File: src/rtl/wdog_steer_pkg.sv
package wdog_steer_pkg;
  typedef enum logic [1:0] {
    ACT_NONE = 2'd0,
    ACT_IRQ  = 2'd1,
    ACT_RST  = 2'd2
  } wd_act_e;
endpackage

File: src/rtl/wdog_cfg_reg.sv
module wdog_cfg_reg #(
  parameter int unsigned MULT_W = 5,
  parameter int unsigned RES_W  = 2,
  localparam int unsigned REG_W = MULT_W + RES_W + 1
) (
  input  logic              clk_i,
  input  logic              rst_ni,
  input  logic              wr_en_i,
  input  logic [REG_W-1:0]  wr_data_i,
  input  logic              clr_i,
  output logic [REG_W-1:0]  reg_o,
  output logic [REG_W-1:0]  restart_val_o
);
  logic [REG_W-1:0] reg_q;

  always_ff @(posedge clk_i or negedge rst_ni) begin
    if (!rst_ni)      reg_q <= '0;
    else if (wr_en_i) reg_q <= wr_data_i;
    else if (clr_i)   reg_q <= '0;
  end

  // a write restarts with the fresh value, a read with the stored one
  assign restart_val_o = wr_en_i ? wr_data_i : reg_q;
  assign reg_o         = reg_q;
endmodule

File: src/rtl/wdog_span.sv
module wdog_span #(
  parameter int unsigned MULT_W = 5,
  parameter int unsigned RES_W  = 2,
  localparam int unsigned NRES  = 1 << RES_W,
  localparam int unsigned CNT_W = MULT_W + 2 * (NRES - 1)
) (
  input  logic [MULT_W-1:0] mult_i,
  input  logic [RES_W-1:0]  res_i,
  output logic [CNT_W-1:0]  span_o
);
  logic [CNT_W-1:0] cand [NRES];

  for (genvar g = 0; g < NRES; g++) begin : g_res
    assign cand[g] = {{(CNT_W-MULT_W){1'b0}}, mult_i} << (2 * g);
  end

  assign span_o = cand[res_i];
endmodule

File: src/rtl/wdog_down_cnt.sv
module wdog_down_cnt #(
  parameter int unsigned CNT_W = 11
) (
  input  logic             clk_i,
  input  logic             rst_ni,
  input  logic             load_i,
  input  logic [CNT_W-1:0] load_val_i,
  input  logic             tick_i,
  output logic             expire_o
);
  logic [CNT_W-1:0] cnt_q;
  logic             busy_q;

  // restart takes precedence over the expiring tick
  assign expire_o = busy_q & tick_i & ~load_i & (cnt_q == CNT_W'(1));

  always_ff @(posedge clk_i or negedge rst_ni) begin
    if (!rst_ni) begin
      cnt_q  <= '0;
      busy_q <= 1'b0;
    end else if (load_i) begin
      cnt_q  <= load_val_i;
      busy_q <= |load_val_i;
    end else if (expire_o) begin
      cnt_q  <= '0;
      busy_q <= 1'b0;
    end else if (busy_q && tick_i) begin
      cnt_q  <= cnt_q - CNT_W'(1);
    end
  end
endmodule

File: src/rtl/wdog_act.sv
module wdog_act
  import wdog_steer_pkg::*;
(
  input  logic clk_i,
  input  logic rst_ni,
  input  logic restart_i,
  input  logic expire_i,
  input  logic steer_i,
  output logic flag_o,
  output logic irq_o,
  output logic rst_req_o,
  output logic cent_clr_o
);
  wd_act_e act_d, act_q;
  logic    flag_q;

  always_comb begin
    act_d = ACT_NONE;
    if (expire_i) act_d = steer_i ? ACT_RST : ACT_IRQ;
  end

  always_ff @(posedge clk_i or negedge rst_ni) begin
    if (!rst_ni) begin
      act_q  <= ACT_NONE;
      flag_q <= 1'b0;
    end else begin
      act_q <= act_d;
      if (restart_i)     flag_q <= 1'b0;
      else if (expire_i) flag_q <= 1'b1;
    end
  end

  assign flag_o     = flag_q;
  assign irq_o      = (act_q == ACT_IRQ);
  assign rst_req_o  = (act_q == ACT_RST);
  assign cent_clr_o = (act_q == ACT_RST);
endmodule

File: src/rtl/wdog_steer.sv
module wdog_steer #(
  parameter int unsigned MULT_W = 5,
  parameter int unsigned RES_W  = 2,
  localparam int unsigned REG_W = MULT_W + RES_W + 1
) (
  input  logic             clk_i,
  input  logic             rst_ni,
  input  logic             tick_i,
  input  logic             wr_en_i,
  input  logic [REG_W-1:0] wr_data_i,
  input  logic             rd_en_i,
  output logic [REG_W-1:0] rd_data_o,
  output logic             flag_o,
  output logic             irq_o,
  output logic             rst_req_o,
  output logic             cent_clr_o
);
  localparam int unsigned NRES  = 1 << RES_W;
  localparam int unsigned CNT_W = MULT_W + 2 * (NRES - 1);
  localparam int unsigned STEER = REG_W - 1;

  logic [REG_W-1:0] reg_val, restart_val;
  logic [CNT_W-1:0] span;
  logic             restart, expire, steer_clr;

  assign restart   = wr_en_i | rd_en_i;
  assign steer_clr = expire & reg_val[STEER];

  wdog_cfg_reg #(.MULT_W(MULT_W), .RES_W(RES_W)) u_cfg (
    .clk_i         (clk_i),
    .rst_ni        (rst_ni),
    .wr_en_i       (wr_en_i),
    .wr_data_i     (wr_data_i),
    .clr_i         (steer_clr),
    .reg_o         (reg_val),
    .restart_val_o (restart_val)
  );

  wdog_span #(.MULT_W(MULT_W), .RES_W(RES_W)) u_span (
    .mult_i (restart_val[RES_W +: MULT_W]),
    .res_i  (restart_val[RES_W-1:0]),
    .span_o (span)
  );

  wdog_down_cnt #(.CNT_W(CNT_W)) u_cnt (
    .clk_i      (clk_i),
    .rst_ni     (rst_ni),
    .load_i     (restart),
    .load_val_i (span),
    .tick_i     (tick_i),
    .expire_o   (expire)
  );

  wdog_act u_act (
    .clk_i      (clk_i),
    .rst_ni     (rst_ni),
    .restart_i  (restart),
    .expire_i   (expire),
    .steer_i    (reg_val[STEER]),
    .flag_o     (flag_o),
    .irq_o      (irq_o),
    .rst_req_o  (rst_req_o),
    .cent_clr_o (cent_clr_o)
  );

  assign rd_data_o = reg_val;
endmodule

File: config.mk
export PLATFORM = sky130hd
export DESIGN_NAME = wdog_steer
export DESIGN_NICKNAME = d
export VERILOG_FILES = /design/src/rtl/wdog_steer_pkg.sv /design/src/rtl/wdog_cfg_reg.sv /design/src/rtl/wdog_span.sv /design/src/rtl/wdog_down_cnt.sv /design/src/rtl/wdog_act.sv /design/src/rtl/wdog_steer.sv
export SDC_FILE = /design/constraint.sdc
export NUM_CORES = 1
export LEC_CHECK = 0
export BUFFER_PORTS_ARGS = -buffer_cell sky130_fd_sc_hd__buf_2
export CAP_MARGIN = 20
export CORE_ASPECT_RATIO = 2
export CORE_MARGIN = 5
export CORE_UTILIZATION = 55
export CTS_BUF_LIST = sky130_fd_sc_hd__clkbuf_2
export DETAILED_ROUTE_END_ITERATION = 8
export PLACE_DENSITY = 0.86
export SLEW_MARGIN = 20
export SYNTH_ARGS = -nofsm -noshare
export SYNTH_HDL_FRONTEND = slang
export SYNTH_HIERARCHICAL = 1
export SYNTH_SLANG_ARGS = --single-unit
File: constraint.sdc
create_clock -name clk_i -period 2.7 [get_ports clk_i]
set_clock_uncertainty 0.15 [all_clocks]
set_input_delay 0.135 -clock clk_i [delete_from_list [all_inputs] [get_ports clk_i]]
set_output_delay 0.135 -clock clk_i [all_outputs]
set_load 0.01 [all_outputs]
==> flow_metrics.py <==
metrics = {
    "sta": {
        "fin_tns_setup_ns": 0,
        "drv_slew": 0,
        "setup_violations": 0,
        "relSlewSlack_pct": 66.1,
        "hold_viol": 0,
        "rsz0062_at_grt": "no",
        "period_needed_ns": 2.40,
        "fin_crit_sh_pct": 88.8,
        "clock.fmax_mhz": 417,
        "tightest_slew_ns": 0.508,
        "worst_slack_ns": 0.303,
    },
    "detailed_routing": {
        "route.vias.total": 1274,
        "viasPerCell": 6.21,
        "ant_nets": 0,
        "drc": 0,
        "routed_wl_microns": 3580,
        "first_iter_violations": 47,
        "drtPass1Iterations": 4,
        "drt-wirelength-per-cell_microns": 17.4,
    },
    "placed_design": {
        "hpwl_microns": 2600,
        "preCtsSetupSlack_ns": 0.284,
        "io_buffer_count": 24,
        "finalWeightedCongestion": 0.867,
    },
    "floorplanning": {
        "die-area_sq_um": 3840,
        "die_h_microns": 82.8,
        "coreArea_sq_um": 2540,
        "pin_count": 25,
        "die_w_microns": 46.4,
        "start_util_pct": 57.4,
        "row_count": 26,
    },
    "setup_path": {
        "critical_path_class": "reg2reg",
        "crit_path_start_kind": "flip-flop",
        "cp-end-kind": "flip-flop",
        "cp.required_ns": 2.80,
        "cp-startpoint": "u_cfg/reg_o[1]",
        "r2r_start": "u_cfg/reg_o[1]",
        "crit_arrival_ns": 2.50,
        "cp_max_fo": 11,
    },
    "pwr": {
        "vdd_drop_max_mv": 0.350,
        "power_density_nw_per_um2": 485,
        "leakage_uw": 0.000805,
    },
    "global_route": {
        "antenna_found_initial": 0,
        "grt_overflow": 0,
        "grt_usage_pct": 22.4,
        "grt_pass1_wl_microns": 6150,
        "grt_pass1_vias": 1379,
        "grt_max_degree": 24,
    },
    "clock_tree": {
        "post_cts_buffers": 0,
        "clk_latency_ns": 0.34,
        "cts.sinks": 23,
        "htreeDepth": 1,
        "clkTransAtPathRegs_ns": 0.22,
        "numCtsBuffers": 3,
        "cts_resized": 0,
        "cts_root_buf": "clkbuf_2",
        "cts_max_path_buffers": 2,
        "cts_tree": "built",
    },
    "layout": {
        "drive_above_1_share_pct": 27.1,
        "layout_common_cells": "buf_2 (24), dfrtp_1 (23), a22o_1 (11), nand2_1 (11), dlygate4sd3_1 (10)",
        "syn_to_final_growth_pct": 16.6,
        "fin_nets": 193,
        "postLayoutCoreUtil_pct": 66.9,
        "diodes": 0,
        "final_common_cell": "buf_2",
    },
    "run_status": {
        "status": "completed",
    },
    "synth": {
        "yosysWarningCount": 6,
        "synth_nets": 158,
        "synth_area_sq_um": 1460,
        "syn_area_per_cell_sq_um": 10.2,
        "synth_cells": 143,
    },
    "hold_path": {
        "hp-start": "wr_en_i",
        "hp-class": "in2reg",
    },
    "run": {
        "maxCapViolations": 0,
    },
}
-- final cells by class --
| type | instances | area [sq um] |
|---|---|---|
| Inverter | 5 | 18.8 |
| Clock buffer | 3 | 15.0 |
| Fill cell | 191 | 840 |
| Timing Repair Buffer | 38 | 250 |
| Clock inverter | 1 | 5.00 |
| Tap cell | 28 | 35.0 |
| Sequential cell | 23 | 576 |
| Multi-Input combinational cell | 107 | 798 |
-- path summary, 6_finish.rpt --
check	to	cells after the start	slack (ns)
worst max-delay path	u_cnt/busy_q	7	0.30
min in group asynchronous	u_cnt/cnt_q[3]	2	0.11
worst max register to register	u_cnt/busy_q	7	0.30
worst min-delay path	u_cfg/reg_o[4]	2	0.07
max in group asynchronous	u_cnt/cnt_q[5]	2	1.95
worst min register to register	u_act/act_q[0]	1	0.36
-- worst max-delay path: stages, from the launching register on --
cell and delay, ns:
dfrtp_1 0.45, mux2_2 0.37, mux2_4 0.33, a22o_1 0.25
nor4_1 0.28, nand2_1 0.10, o41ai_1 0.25, o31ai_1 0.13
-- sequential cells by signal (all words and copies together), names as in the netlist --
signal and cells:
u_act/act_q 2, u_cnt/cnt_q 11, u_cnt/busy_q 1, u_act/flag_o 1, u_cfg/reg_o 8
-- metrics by stage --
step                      hold slack [ns]  std cells  total power, uW  instance area, sq um
after floorplan                    -0.311        143              602                  1460
after global placement            -0.0230        191              657                  1580
after detailed placement          -0.0133        191              669                  1580
after CTS                          0.0332        205              818                  1700
after global routing               0.0370        205              871                  1700
final                              0.0688        205              823                  1700
-- per-layer routing --
metal  global-route usage, %  vias up  routed length [microns]
li1                        -      592                        -
met1                    21.7      602                     1170
met2                    41.2       64                     2050
met3                    2.59       16                      179
met4                    14.8        0                      174
met5                       0        -                        0
-- repair_timing --
item                       in CTS  in global routing
setup endpoints to repair       0                  0
hold buffers                   10                  0
hold endpoints to repair       32                  0
-- where the power goes --
part | total [uW] | internal [uW] | switching (uW)
sequential | 418 | 380 | 38.8
combinational | 263 | 119 | 144
clock | 142 | 33.6 | 108
total | 823 | 532 | 291
(Power assumes the default switching activity.)
